### config.mk
export PLATFORM = sky130hd
export DESIGN_NAME = lsu16
export DESIGN_NICKNAME = d
export VERILOG_FILES = /design/src/rtl/lsu_pkg.sv /design/src/rtl/lsu_ctrl.sv /design/src/rtl/lsu_dp.sv /design/src/rtl/lsu16.sv
export SDC_FILE = /design/constraint.sdc
export NUM_CORES = 1
export LEC_CHECK = 0
export ABC_AREA = 1
export ABC_CLOCK_PERIOD_IN_PS = 1800
export CORE_MARGIN = 3
export CORE_UTILIZATION = 46
export DETAILED_ROUTE_END_ITERATION = 8
export GPL_TIMING_DRIVEN = 0
export MAX_ROUTING_LAYER = met4
export PLACE_DENSITY = 0.81
export SETUP_SLACK_MARGIN = 0.2
export SYNTH_ARGS = -nofsm -noshare
export SYNTH_HDL_FRONTEND = slang
export SYNTH_SLANG_ARGS = --single-unit
### constraint.sdc
create_clock -name clk -period 1.8 [get_ports clk]
set_clock_uncertainty 0.1 [all_clocks]
set_input_delay 0.27 -clock clk [delete_from_list [all_inputs] [get_ports clk]]
set_output_delay 0.27 -clock clk [all_outputs]
set_load 0.02 [all_outputs]
### src/rtl/lsu_pkg.sv
package lsu_pkg;
  parameter int DATA_W = 16;
  parameter int OFF_W = 5;
  parameter int IDX_W = 3;
  localparam int LANES = DATA_W / 8;
  localparam int LANE_BITS = $clog2(LANES);

  localparam logic [4:0] OP_ST_HALF  = 5'h08;
  localparam logic [4:0] OP_LD_HALF  = 5'h09;
  localparam logic [4:0] OP_ST_BYTE  = 5'h0A;
  localparam logic [4:0] OP_LD_BYTE  = 5'h0B;
  localparam logic [4:0] OP_LD_UBYTE = 5'h0C;
  localparam logic [4:0] OP_RSV_LO   = 5'h0D;
  localparam logic [4:0] OP_RSV_HI   = 5'h0F;

  typedef enum logic {S_IDLE, S_ACCESS} lsu_state_t;

  // strobes from control to datapath
  typedef struct packed {
    logic capture;   // latch address, lanes and data of a new access
    logic isStore;   // base comes from the destination-field register
    logic isByte;    // single-lane access
    logic signExt;   // sign-extend the loaded byte
    logic takeData;  // memory answered a load this cycle
  } lsu_strobe_t;
endpackage

### src/rtl/lsu_ctrl.sv
module lsu_ctrl
  import lsu_pkg::*;
(
  input  logic        clk,
  input  logic        rst_n,
  input  logic        opValid,
  input  logic [4:0]  opCode,
  input  logic        misaligned,
  input  logic        memReady,
  output lsu_strobe_t strobe,
  output logic        memReq,
  output logic        memWe,
  output logic        loadValid,
  output logic        faultMisalign,
  output logic        faultIllegal,
  output logic        busy
);
  lsu_state_t state, stateNext;
  logic storeQ;
  logic accept, isMem, isRsv, halfFault;

  always_comb begin
    accept = (state == S_IDLE) && opValid;
    isMem = (opCode >= OP_ST_HALF) && (opCode <= OP_LD_UBYTE);
    isRsv = (opCode >= OP_RSV_LO) && (opCode <= OP_RSV_HI);
    strobe.isStore = (opCode == OP_ST_HALF) || (opCode == OP_ST_BYTE);
    strobe.isByte = (opCode == OP_ST_BYTE) || (opCode == OP_LD_BYTE) ||
                    (opCode == OP_LD_UBYTE);
    strobe.signExt = (opCode == OP_LD_BYTE);
    halfFault = accept && isMem && !strobe.isByte && misaligned;
    strobe.capture = accept && isMem && !halfFault;
    strobe.takeData = (state == S_ACCESS) && memReady && !storeQ;
    stateNext = state;
    case (state)
      S_IDLE:   if (strobe.capture) stateNext = S_ACCESS;
      S_ACCESS: if (memReady) stateNext = S_IDLE;
      default:  stateNext = S_IDLE;
    endcase
  end

  always_ff @(posedge clk or negedge rst_n) begin
    if (!rst_n) begin
      state <= S_IDLE;
      storeQ <= 1'b0;
      loadValid <= 1'b0;
      faultMisalign <= 1'b0;
      faultIllegal <= 1'b0;
    end else begin
      state <= stateNext;
      if (strobe.capture) storeQ <= strobe.isStore;
      loadValid <= strobe.takeData;
      faultMisalign <= halfFault;
      faultIllegal <= accept && isRsv;
    end
  end

  assign memReq = (state == S_ACCESS);
  assign memWe = memReq && storeQ;
  assign busy = memReq;
endmodule

### src/rtl/lsu_dp.sv
module lsu_dp
  import lsu_pkg::*;
(
  input  logic              clk,
  input  logic              rst_n,
  input  lsu_strobe_t       strobe,
  input  logic [DATA_W-1:0] dstRegVal,
  input  logic [DATA_W-1:0] srcRegVal,
  input  logic [OFF_W-1:0]  offset,
  input  logic [IDX_W-1:0]  dstIdx,
  input  logic [DATA_W-1:0] memRdata,
  output logic              misaligned,
  output logic [DATA_W-1:0] memAddr,
  output logic [LANES-1:0]  memBe,
  output logic [DATA_W-1:0] memWdata,
  output logic [DATA_W-1:0] loadData,
  output logic [IDX_W-1:0]  wbIdx
);
  logic [DATA_W-1:0] baseVal, effAddr, addrQ, wdataQ;
  logic [LANES-1:0]  beNext, beQ;
  logic              byteQ, signQ;
  logic [7:0]        laneBytes [LANES];
  logic [7:0]        selByte;

  always_comb begin
    baseVal = strobe.isStore ? dstRegVal : srcRegVal;
    effAddr = baseVal + {{(DATA_W-OFF_W){offset[OFF_W-1]}}, offset};
    misaligned = (effAddr[LANE_BITS-1:0] != '0);
    beNext = strobe.isByte ? (LANES'(1) << effAddr[LANE_BITS-1:0]) : '1;
  end

  for (genvar b = 0; b < LANES; b++) begin : g_lane
    assign laneBytes[b] = memRdata[8*b +: 8];
  end
  assign selByte = laneBytes[addrQ[LANE_BITS-1:0]];

  always_ff @(posedge clk or negedge rst_n) begin
    if (!rst_n) begin
      addrQ <= '0;
      wdataQ <= '0;
      beQ <= '0;
      byteQ <= 1'b0;
      signQ <= 1'b0;
      wbIdx <= '0;
      loadData <= '0;
    end else begin
      if (strobe.capture) begin
        addrQ <= effAddr;
        beQ <= beNext;
        wdataQ <= strobe.isByte ? {LANES{srcRegVal[7:0]}} : srcRegVal;
        byteQ <= strobe.isByte;
        signQ <= strobe.signExt;
        wbIdx <= dstIdx;
      end
      if (strobe.takeData)
        loadData <= byteQ ? {{(DATA_W-8){signQ & selByte[7]}}, selByte} : memRdata;
    end
  end

  assign memAddr = addrQ;
  assign memBe = beQ;
  assign memWdata = wdataQ;
endmodule

### src/rtl/lsu16.sv
module lsu16
  import lsu_pkg::*;
(
  input  logic              clk,
  input  logic              rst_n,
  input  logic              opValid,
  input  logic [4:0]        opCode,
  input  logic [DATA_W-1:0] dstRegVal,
  input  logic [DATA_W-1:0] srcRegVal,
  input  logic [OFF_W-1:0]  offset,
  input  logic [IDX_W-1:0]  dstIdx,
  output logic [DATA_W-1:0] memAddr,
  output logic [LANES-1:0]  memBe,
  output logic [DATA_W-1:0] memWdata,
  output logic              memWe,
  output logic              memReq,
  input  logic [DATA_W-1:0] memRdata,
  input  logic              memReady,
  output logic              loadValid,
  output logic [DATA_W-1:0] loadData,
  output logic [IDX_W-1:0]  wbIdx,
  output logic              faultMisalign,
  output logic              faultIllegal,
  output logic              busy
);
  lsu_strobe_t strobe;
  logic misaligned;

  lsu_ctrl u_ctrl (
    .clk(clk), .rst_n(rst_n), .opValid(opValid), .opCode(opCode),
    .misaligned(misaligned), .memReady(memReady), .strobe(strobe),
    .memReq(memReq), .memWe(memWe), .loadValid(loadValid),
    .faultMisalign(faultMisalign), .faultIllegal(faultIllegal), .busy(busy)
  );

  lsu_dp u_dp (
    .clk(clk), .rst_n(rst_n), .strobe(strobe), .dstRegVal(dstRegVal),
    .srcRegVal(srcRegVal), .offset(offset), .dstIdx(dstIdx),
    .memRdata(memRdata), .misaligned(misaligned), .memAddr(memAddr),
    .memBe(memBe), .memWdata(memWdata), .loadData(loadData), .wbIdx(wbIdx)
  );
endmodule

==> Word-level counts from Yosys, hierarchy flattened <==
Index checks and enable logic that the tools add are counted.
{ "word_totals": {"ff_bits": 60, "latchBits": 0, "ram_bits": 0, "mem_bits_ro": 0, "inputBits": 65, "out_inout_bits": 59, "wordCells": 53, "memories": 0} }
{ "classes": {"add_sub_neg": 1, "n_mul": 0, "n_div": 0, "n_lt_le_gt_ge": 5, "n_eq_ne": 4, "shift": 1, "n_mux": 10, "bitwise_logic": 3, "reduce_logical": 17} }
{ "op_table": {"columns": ["cell", "count"], "rows": [
  ["two-way mux 16 bit", 3],
  ["two-way mux 8 bit", 3],
  ["== test 5 x 4 -> 1 bit (second input constant)", 4],
  ["adder 16 bit", 1],
  ["logical AND 1 bit", 11],
  ["greater-or-equal comparator 5 x 4 -> 1 bit (second input constant)", 2],
  ["less-or-equal comparator 5 x 4 -> 1 bit (second input constant)", 2],
  ["logical NOT 1 bit", 3],
  ["logical OR 1 bit", 3],
  ["greater-or-equal comparator 2 bit (second input constant)", 1],
  ["two-way mux 1 bit", 2],
  ["two-way mux 2 bit", 1],
  ["NOT 1 -> 2 bit", 1],
  ["one-hot mux 1 bit (2 select lines)", 1],
  ["left shift 1 x 1 -> 2 bit (first input constant)", 1],
  ["AND 1 bit", 1],
  ["NOT 1 bit", 1]
]} }

==> Logic depth before layout (Yosys ltp) <==
Gate-level depths: netlist of run 1.
{ "depth": {"depth_word": 10, "depth_mapped": 17, "ltp_nobuf": 16} }

==> Cells and area by module <==
From an unflattened synthesis of run 1, not the netlist that was laid out.
{ "unflattened": {"hier_cells": 501, "hier_area_um2": 3654.8} }
{ "modules_own_cells": {"columns": ["module", "n_inst", "cells_each", "area_each_um2", "seq_area_each_um2"], "rows": [
  ["lsu_dp", 1, 461, 3352.0, 1376.3],
  ["lsu_ctrl", 1, 40, 302.8, 125.1]
]} }

==> Worst setup path after synthesis of run 1 <==
OpenSTA, ideal clock, no wires.
{ "synth_path": {"path_type": "input-to-reg", "from": "in opCode[3]", "to": "reg u_dp.addrQ[14] (netlist: u_dp.memAddr[14])", "setup_ns": 0.117, "arrival_time_ns": 2.058, "required_ns": 1.583, "path_slack_ns": -0.475, "path_stages": 16, "n_path_buf": 1, "cell_sequence": "inv_1 -> nor2_1 -> nand2_2 -> buf_2 -> nor2_1 -> a21oi_1 -> ha_1 -> fa_1 -> nand2_1 -> nand2_1 -> nand3b_1 -> nand2_1 -> nand2_1 -> nand3b_1 -> nand3_2 -> nand2_1"} }
{ "synth_via": {"elab_chain_cells": 8, "word_cells_on_any_way": 18, "classes_between": "add/sub: 1; order compare: 2; eq/ne: 4; mux: 1; reduce/logical: 10"} }
{ "synth_lines": {"columns": ["item", "line", "source"], "rows": [
  ["from (decl)", "lsu16.sv:7", "input logic [4:0] opCode,"],
  ["branches (longest 8 deep; another with adder 16 bit)", null, null],
  ["to (signal assigned)", "lsu_dp.sv:48", "addrQ <= effAddr;"],
  ["to (decl)", "lsu_dp.sv:19", "logic [DATA_W-1:0] baseVal, effAddr, addrQ, wdataQ;"]
]} }
Parallel ways; which one is timed is not known.
A chain may end at the register's enable or synchronous reset.

==> Worst setup path after layout of run 1 <==
{ "layout_path": {"from": "in opCode[3]", "to": "reg u_dp.addrQ[12] (netlist: u_dp.memAddr[12])"} }
The elaborated chain is that of the path after synthesis.

==> reports/results.tsv, run 1 <==
metric	value	unit
timing.max_slew.rel_slack	51.9	%
critical_path_peak_fanout	8	
util_after_layout	83.8	%
post-route-worst-setup-slack	-0.353	ns
hold_path.class	in2reg	
layout.nets	743	
design.portCount	124	
tritoncts	yes	
fin_worst_hold_slack	0.0178	ns
gpl.final_weighted_congestion	0.995	
synthesis.instances	485	
post-place-cells	708	
drt_pre_antenna_iters	5	
rsz0062_at_grt	yes	
holdPathStages	2	
ys_seq_area_share	41.1	%
final_period_minus_worst_setup_slack	2.15	ns
setup.worst_path.start_class	input pin	
outcome	complete, but fails checks	
setup_total_negative_slack	-2.79	ns
async_reset_ff_share	100	%
detail_route.drc_violations	0	
netSwitchingFraction	38.3	%
clock_power_share	26.7	%
globalRoute.totalOverflow	0	
crit_required	1.94	ns
internal-power	3.99	mW
setup_viol_count_final	14	
yosys.cell_types.count	35	
violations	setup timing	
min_to	u_dp.signQ	
cell_count_final_fillers_out	765	
grt_max_degree	40	
area_of_the_die	0.00904	sq mm
post_drt_via_cell_ratio	5.66	
worst_setup_path_end_kind	register	
synth_enable_flop_cells	0	
grt_usage	30.1	%
mostFrequentLayoutCells	sky130_fd_sc_hd__nand2_1 (129), sky130_fd_sc_hd__dfrtp_1 (60), sky130_fd_sc_hd__dlygate4sd2_1 (58)	
min_period_over_period	120	%
clk_latency	0.35	ns
synth_top_cell_by_area	sky130_fd_sc_hd__dfrtp_1	
path_class	in2reg	
route.final.wire_length	14.7	mm
ys.flop_type	sky130_fd_sc_hd__dfrtp_1	
sum_of_net_half_perimeters_after_detailed_placement	8.78	mm
clock_sink_count	60	
clock_path_buffers	2	
clock_tree.htree_level_count	3	
synth.area.top_cells	sky130_fd_sc_hd__dfrtp_1 (41%), sky130_fd_sc_hd__nand2_1 (17%), sky130_fd_sc_hd__a21oi_1 (6.7%)	
grt_antenna_before_repair	0	
critical_path_arrival	2.30	ns
grt_pass1_vias	3996	
die_width	95.1	um
core_area	0.00749	sq mm
r2r_slack	0.16	ns
drv_cap	0	
drive_gt1_share	29.7	%
route.detailed.wl_per_inst	19.2	um
worst_r2r_path_depth	8	
antenna-diode-count	0	
antenna_left	0	
clk_transition_reported_paths	0.08	ns
areaGrowthSynthToFinish	71.7	%
total_standard_cell_area_after_synthesis	0.00365	sq mm
synth.ff_latch_count	60	
power.sequential.fraction	31.2	%
ys_warn_count	0	
worst_ir_drop_vdd	622	uV
core.rowCount	31	
clock_tree.root_cell	sky130_fd_sc_hd__clkbuf_8	
finalHoldViolations	0	
min-delay-start	opCode[4]	
buffer_ports.inserted	123	
syn_nets	567	
share_of_the_synthesized_area_in_the_top_cell_type	41.1	%
net-switching-power	2.47	mW
die_height	95.1	um
timing.final.max_slew_violations	0	
terminus_of_the_critical_flop_to_flop_path	u_dp.memWdata[5]	
floorplan.initialDensity	48.8	%
grt_pass1_wl	20.1	mm
regToRegStartpoint	u_ctrl.busy	
cts_inserted_buffers	9	
timing.fmax	464	MHz
comb_power_share	42.1	%
tightestPinTransition	0.722	ns
cellPowerDensity	1030	mW/mm^2
detail_route.iter0.violations	327	
layout.cells.most_common	sky130_fd_sc_hd__nand2_1	
routed-via-count	4332	
synthesis.area_per_instance	7.53	sq um
cellLeakagePower	3.12	nW
detailedPlace.worstSlack	-1.28	ns
## per-layer routing
metal | part of all wire (%) | GRT usage (%) | wire, um | vias up
met5 | 0 | - | 0 | -
met4 | 4.9 | 9.98 | 716 | 0
met3 | 8.4 | 3.71 | 1230 | 66
met2 | 50 | 52.4 | 7360 | 290
met1 | 37 | 36.2 | 5410 | 2074
li1 | - | - | - | 1902
## power groups by stage
stage,sequential (mW),clock (mW),combinational [mW]
floorplan,2.53,0,0.831
global placement,2.02,0,2.59
detailed placement,2.04,0,2.64
CTS,2.00,1.71,2.49
global route,2.06,1.77,2.92
finish,2.02,1.73,2.72
## cell type report
type	instances	area [sq um]
clock buffers	10	138
multi-input cells	354	2370
fillers	417	1210
plain buffers	15	171
inverters	56	236
repair buffers	165	1600
well taps	99	124
clock inverters	6	134
flip-flops and latches	60	1500
## cells by family after synthesis
family	after synthesis	share of synthesized area [%]
AOI/OAI and AO/OA	80	12.1
buffers and inverters	71	9.08
DFF	60	41.1
muxes	7	2.16
adders and majority gates	17	6.03
xor gates and xnor gates	7	1.68
and+or+nand+nor	243	27.9
## timing repair
item	4_1_cts	5_1_grt
hold buffers	1	0
endpoints found under the setup margin	109	49
setup buffers	19	16
resized for setup	142	68
cloned	4	1
pin swaps	29	22
hold endpoints to repair	21	0
## synth_stat cells, types with 4 or more instances
library cell	number
sky130_fd_sc_hd__mux2_2	7
sky130_fd_sc_hd__nor2_1	41
sky130_fd_sc_hd__nand3_2	5
sky130_fd_sc_hd__buf_2	7
sky130_fd_sc_hd__o21ai_1	8
sky130_fd_sc_hd__a21oi_1	49
sky130_fd_sc_hd__o21ai_2	7
sky130_fd_sc_hd__nand2_1	164
sky130_fd_sc_hd__o21ai_0	13
sky130_fd_sc_hd__dfrtp_1	60
sky130_fd_sc_hd__nand3b_1	4
sky130_fd_sc_hd__ha_1	16
sky130_fd_sc_hd__nand3_1	20
sky130_fd_sc_hd__xnor2_1	4
sky130_fd_sc_hd__inv_1	52
## registers in the layout, indices dropped and copies added, names as in the netlist
register and count:
u_dp.loadData 16, u_dp.wbIdx 3, u_ctrl.faultMisalign 1, u_ctrl.faultIllegal 1, u_dp.memWdata 16, u_ctrl.loadValid 1, u_ctrl.busy 1, u_dp.memBe 2
u_ctrl.storeQ 1, u_dp.memAddr 16, u_dp.byteQ 1, u_dp.signQ 1
## per-stage QoR
step | total power, mW | area [sq um]
2_1_floorplan | 3.37 | 3790
3_3_place_gp | 4.61 | 5150
3_5_place_dp | 4.68 | 5160
4_1_cts | 6.20 | 5840
5_1_grt | 6.75 | 6270
6_report | 6.46 | 6270
## critical path, cell delays in order
cell                      delay (ns)
sky130_fd_sc_hd__buf_8          0.09
sky130_fd_sc_hd__inv_12         0.03
sky130_fd_sc_hd__nor2_4         0.17
sky130_fd_sc_hd__nand2_8        0.12
sky130_fd_sc_hd__buf_12         0.16
sky130_fd_sc_hd__buf_4          0.13
sky130_fd_sc_hd__a21oi_2        0.18
sky130_fd_sc_hd__ha_1           0.30
sky130_fd_sc_hd__nand2_2        0.12
sky130_fd_sc_hd__inv_1          0.08
sky130_fd_sc_hd__nand2_1        0.08
sky130_fd_sc_hd__nand2_2        0.06
sky130_fd_sc_hd__nand2_1        0.10
sky130_fd_sc_hd__nand4_1        0.15
sky130_fd_sc_hd__nand3_1        0.18
sky130_fd_sc_hd__nand2_1        0.07
## worst max-delay path by stage
| stage | end | slack (ns) | cells after the start | from |
|---|---|---|---|---|
| global route | u_dp.memAddr[12] | -0.40 | 16 | opCode[3] |
| floorplan | u_dp.memAddr[14] | -0.30 | 16 | opCode[3] |
| CTS | u_dp.memAddr[14] | -0.19 | 17 | opCode[3] |
| global placement | u_dp.memAddr[13] | -1.54 | 1 | rst_n |
| detailed placement | u_dp.memAddr[12] | -1.28 | 15 | opCode[3] |
| finish | u_dp.memAddr[12] | -0.35 | 16 | opCode[3] |
Power figures use the tool's default switching activity.
==> run 2: changes to the inputs <==
--- a/config.mk
+++ b/config.mk
@@ -9,10 +9,12 @@
 export ABC_CLOCK_PERIOD_IN_PS = 1800
 export CORE_MARGIN = 3
 export CORE_UTILIZATION = 46
+export CTS_CLUSTER_DIAMETER = 50
 export DETAILED_ROUTE_END_ITERATION = 8
 export GPL_TIMING_DRIVEN = 0
 export MAX_ROUTING_LAYER = met4
 export PLACE_DENSITY = 0.81
+export RECOVER_POWER = 50
 export SETUP_SLACK_MARGIN = 0.2
 export SYNTH_ARGS = -nofsm -noshare
 export SYNTH_HDL_FRONTEND = slang
==> reports/results.tsv, run 2 (synthesis results as in run 1) <==
metric	value	unit
grt_usage	30.1	%
net-switching-power	2.48	mW
core.rowCount	31	
detailedPlace.worstSlack	-1.28	ns
sum_of_net_half_perimeters_after_detailed_placement	8.78	mm
count_of_cell_instances_traversed_by_the_critical_path	16	
cell_count_final_fillers_out	765	
route.detailed.wl_per_inst	19.3	um
regToRegStartpoint	u_ctrl.busy	
final_period_minus_worst_setup_slack	2.15	ns
crit_required	1.94	ns
worst_setup_path_end_kind	register	
clk_transition_reported_paths	0.08	ns
clock_power_share	26.8	%
setup_viol_count_final	14	
critical_path_peak_fanout	8	
layout.nets	743	
rsz0062_at_grt	yes	
gpl.final_weighted_congestion	0.995	
finalHoldViolations	0	
worst_path_most_repeated_cell	sky130_fd_sc_hd__nand2_1	
cellPowerDensity	1030	mW/mm^2
holdPathStages	2	
timing.max_slew.rel_slack	52.2	%
grt_pass1_vias	3996	
areaGrowthSynthToFinish	71.2	%
buffer_ports.inserted	123	
outcome	complete, but fails checks	
floorplan.initialDensity	48.8	%
globalRoute.totalOverflow	0	
worst_ir_drop_vdd	622	uV
drive_gt1_share	29.3	%
die_height	95.1	um
detail_route.drc_violations	0	
tritoncts	yes	
ordered_cell_list_for_the_critical_path	buf_8, inv_12, nor2_4, nand2_8, buf_12, buf_4, a21oi_2, ha_1, nand2_2, inv_1, nand2_1, nand2_2, nand2_1, nand4_1, nand3_1, nand2_1	
fin_worst_hold_slack	0.0198	ns
internal-power	3.98	mW
critical_path_arrival	2.29	ns
grt_max_degree	40	
routed-via-count	4351	
min_period_over_period	119	%
clock_path_buffers	2	
critPathTopFamily	simple AND/OR/NAND/NOR gates	
min-delay-start	opCode[4]	
crit_path_top_delay_cell	sky130_fd_sc_hd__ha_1	
clk_latency	0.35	ns
setup.worst_path.start_class	input pin	
grt_pass1_wl	20.1	mm
terminus_of_the_critical_flop_to_flop_path	u_dp.loadData[10]	
cts_inserted_buffers	9	
r2r_slack	0.02	ns
power.sequential.fraction	31.2	%
drt_pre_antenna_iters	7	
clock_tree.htree_level_count	3	
setup_total_negative_slack	-2.92	ns
antenna-diode-count	0	
post_drt_via_cell_ratio	5.69	
antenna_left	0	
grt_antenna_before_repair	0	
timing.fmax	466	MHz
post-place-cells	708	
min_to	u_dp.signQ	
clock_sink_count	60	
worst_r2r_path_depth	6	
timing.final.max_slew_violations	0	
route.final.wire_length	14.8	mm
critical_path.n_buffers_inverters	5	
post-route-worst-setup-slack	-0.346	ns
netSwitchingFraction	38.3	%
path_class	in2reg	
drv_cap	0	
comb_power_share	42.0	%
die_width	95.1	um
cellLeakagePower	3.11	nW
core_area	0.00749	sq mm
design.portCount	124	
area_of_the_die	0.00904	sq mm
critPathMaxStageDelay	0.31	ns
mostFrequentLayoutCells	sky130_fd_sc_hd__nand2_1 (129), sky130_fd_sc_hd__dfrtp_1 (60), sky130_fd_sc_hd__dlygate4sd2_1 (58)	
detail_route.iter0.violations	334	
tightestPinTransition	0.716	ns
clock_tree.root_cell	sky130_fd_sc_hd__clkbuf_8	
violations	setup timing	
layout.cells.most_common	sky130_fd_sc_hd__nand2_1	
hold_path.class	in2reg	
run 2: cell count changes in the layout (fill, tap and decap cells not counted):
cell	previous run	this run
sky130_fd_sc_hd__clkbuf_4	1	2
sky130_fd_sc_hd__clkbuf_2	3	4
sky130_fd_sc_hd__buf_2	5	3
sky130_fd_sc_hd__nor2_1	31	32
sky130_fd_sc_hd__inv_2	3	2
sky130_fd_sc_hd__clkbuf_1	0	1
sky130_fd_sc_hd__buf_12	5	4
sky130_fd_sc_hd__nor2_4	6	5
sky130_fd_sc_hd__inv_1	49	50
run 2: worst max path at each step:
stage,to,from,slack (ns)
final,u_dp.memAddr[12],opCode[3],-0.35
after global routing,u_dp.memAddr[12],opCode[3],-0.40
after CTS,u_dp.memAddr[14],opCode[3],-0.19
after detailed placement,u_dp.memAddr[12],opCode[3],-1.28
after global placement,u_dp.memAddr[13],rst_n,-1.54
after floorplan,u_dp.memAddr[14],opCode[3],-0.30
run 2: cell type report:
class	instances	area, sq um
Tap cell	99	124
Clock inverter	6	134
Inverter	56	236
Fill cell	421	1230
Multi-Input combinational cell	354	2360
Sequential cell	60	1500
Clock buffer	10	138
Buffer	15	170
Timing Repair Buffer	165	1590
run 2: repair_timing:
item	in CTS	in global routing
setup endpoints to repair	109	49
hold buffers	1	0
gates resized for setup	142	68
hold endpoints to repair	21	0
pin swaps	29	22
buffers inserted	19	16
gates cloned	4	1
run 2: metrics by stage:
step / util (%) / instance area, sq um / total power [mW]
2_1_floorplan: - / 3790 / 3.37
3_3_place_gp: 68.7 / 5150 / 4.61
3_5_place_dp: 68.9 / 5160 / 4.68
4_1_cts: 78.0 / 5840 / 6.20
5_1_grt: 83.5 / 6250 / 6.74
6_report: 83.5 / 6250 / 6.46
run 2: power by group through the flow:
stage               clock [mW]  combinational, mW  sequential [mW]
finish                    1.73               2.71             2.02
global route              1.77               2.91             2.06
CTS                       1.71               2.49             2.00
detailed placement           0               2.64             2.04
global placement             0               2.59             2.02
floorplan                    0              0.831             2.53
run 2: metal layers:
metal	track usage, %	part of all wire [%]	vias to the layer above
met5	-	0	-
met4	9.98	4.6	0
met3	3.71	8.4	62
met2	52.4	50	284
met1	36.2	37	2101
li1	-	-	1904
==> run 3: changes to the inputs <==
--- a/config.mk
+++ b/config.mk
@@ -12,7 +12,6 @@
 export CTS_CLUSTER_DIAMETER = 50
 export DETAILED_ROUTE_END_ITERATION = 8
 export GPL_TIMING_DRIVEN = 0
-export MAX_ROUTING_LAYER = met4
 export PLACE_DENSITY = 0.81
 export RECOVER_POWER = 50
 export SETUP_SLACK_MARGIN = 0.2
==> reports/results.tsv, run 3 (synthesis results as in run 1) <==
metric	value	unit
clk_latency	0.34	ns
detail_route.iter0.violations	267	
die_height	95.1	um
route.final.wire_length	13.0	mm
detail_route.drc_violations	0	
grt_pass1_vias	3869	
cellLeakagePower	2.92	nW
worst_path_most_repeated_cell	sky130_fd_sc_hd__nand2_2	
clock_tree.htree_level_count	3	
terminus_of_the_critical_flop_to_flop_path	u_dp.loadData[2]	
antenna_left	0	
drv_cap	0	
finalHoldViolations	0	
post-route-worst-setup-slack	-0.298	ns
holdPathStages	2	
die_width	95.1	um
setup.worst_path.start_class	input pin	
regToRegStartpoint	u_dp.memAddr[0]	
cts_inserted_buffers	9	
critical_path_arrival	2.22	ns
worst_setup_path_end_kind	register	
post-layout-total-power	5.98	mW
globalRoute.totalOverflow	0	
detailedPlace.worstSlack	-1.28	ns
outcome	complete, but fails checks	
post_place_cell_area	0.00516	sq mm
post_layout_instance_area	0.00580	sq mm
route.detailed.wl_per_inst	17.5	um
worst_r2r_path_depth	4	
worst_ir_drop_vdd	530	uV
post_drt_via_cell_ratio	5.41	
timing.fmax	477	MHz
areaGrowthSynthToFinish	58.7	%
drt_pre_antenna_iters	5	
area_of_the_die	0.00904	sq mm
critical_path.n_buffers_inverters	2	
clock_path_buffers	2	
cellPowerDensity	1030	mW/mm^2
mostFrequentLayoutCells	sky130_fd_sc_hd__nand2_1 (143), sky130_fd_sc_hd__dfrtp_1 (60), sky130_fd_sc_hd__dlygate4sd2_1 (58)	
timing.final.max_slew_violations	0	
core.rowCount	31	
r2r_slack	0.24	ns
tritoncts	yes	
crit_path_top_delay_cell	sky130_fd_sc_hd__fa_2	
critPathMaxStageDelay	0.36	ns
min-delay-start	opCode[4]	
violations	setup timing	
design.portCount	124	
setup_viol_count_final	12	
grt_antenna_before_repair	0	
critPathTopFamily	simple AND/OR/NAND/NOR gates	
grt_usage	27.5	%
crit_required	1.92	ns
ordered_cell_list_for_the_critical_path	buf_6, nor2_4, nand2_4, buf_8, nor2_4, a21oi_2, ha_4, fa_2, nand2_2, nand2_1, nand3b_1, nand2_2, nand2_2, nand3b_1, nand3_1, nand2_1	
antenna-diode-count	0	
core_area	0.00749	sq mm
drive_gt1_share	22.5	%
critical_path_peak_fanout	5	
buffer_ports.inserted	123	
clk_transition_reported_paths	0.07	ns
layout.nets	721	
min_to	u_dp.signQ	
gpl.final_weighted_congestion	0.961	
grt_pass1_wl	19.1	mm
final_period_minus_worst_setup_slack	2.10	ns
sum_of_net_half_perimeters_after_detailed_placement	8.70	mm
timing.max_slew.rel_slack	60.0	%
clock_tree.root_cell	sky130_fd_sc_hd__clkbuf_8	
clock_sink_count	60	
tightestPinTransition	0.601	ns
fin_worst_hold_slack	0.0458	ns
routed-via-count	4023	
floorplan.initialDensity	48.8	%
min_period_over_period	117	%
hold_path.class	in2reg	
layout.cells.most_common	sky130_fd_sc_hd__nand2_1	
path_class	in2reg	
rsz0062_at_grt	yes	
grt_max_degree	41	
run 3: cell count changes in the layout (fill, tap and decap cells not counted), sizes merged:
cell	previous run	this run
buf	55	34
bufbuf	0	1
bufinv	4	2
clkbuf	18	14
clkdlybuf4s15	1	3
clkinvlp	0	1
inv	54	55
run 3: cell type report:
class / instances / area, sq um
multi-input cells: 354 / 2230
fillers: 525 / 1690
flip-flops and latches: 60 / 1500
repair buffers: 143 / 1350
inverters: 56 / 229
plain buffers: 15 / 141
clock buffers: 10 / 138
well taps: 99 / 124
clock inverters: 6 / 86.3
run 3: how the worst max path moves through the flow:
stage | startpoint | cells past startpoint | to
floorplan | opCode[3] | 16 | u_dp.memAddr[14]
global placement | rst_n | 1 | u_dp.memAddr[13]
detailed placement | opCode[3] | 15 | u_dp.memAddr[12]
CTS | opCode[2] | 16 | u_dp.memAddr[10]
global route | opCode[2] | 14 | u_dp.memAddr[12]
finish | opCode[0] | 16 | u_dp.memAddr[10]
run 3: power by group:
group	internal [mW]	leakage (nW)	switching, mW	total [mW]
Combinational	1.04	2.07	1.53	2.57
Clock	0.818	0.113	0.591	1.41
Sequential	1.77	0.743	0.227	2.00
Total	3.63	2.92	2.35	5.98
run 3: layer usage:
metal | global-route usage, % | vias to the layer above | wire length (um)
met5 | 0 | - | 0
met4 | 11.2 | 0 | 513
met3 | 5.05 | 51 | 1000
met2 | 47.2 | 204 | 6470
met1 | 33.9 | 1910 | 5030
li1 | - | 1858 | -
run 3: worst reg2reg max path, cell delays in order, from the launching register on:
cell and delay [ns]:
sky130_fd_sc_hd__dfrtp_1 0.35, sky130_fd_sc_hd__clkbuf_1 0.32, sky130_fd_sc_hd__nand2_1 0.27, sky130_fd_sc_hd__a21oi_1 0.28, sky130_fd_sc_hd__a21oi_1 0.11
run 3: repair_timing:
| action | CTS | global route |
|---|---|---|
| pin swaps | 18 | 6 |
| hold endpoints to repair | 20 | 0 |
| setup endpoints to repair | 109 | 50 |
| hold buffers | 1 | 0 |
| resized for setup | 126 | 30 |
| cloned | 1 | 0 |
| buffers inserted | 9 | 8 |
run 3: metrics by stage:
step	instances	setup TNS [ns]	utilization, %
finish	743	-2.23	77.4
CTS	735	-1.09	74.9
global route	743	-3.30	77.4
floorplan	485	-2.18	-
detailed placement	708	-37.21	68.9
global placement	707	-128.59	68.7
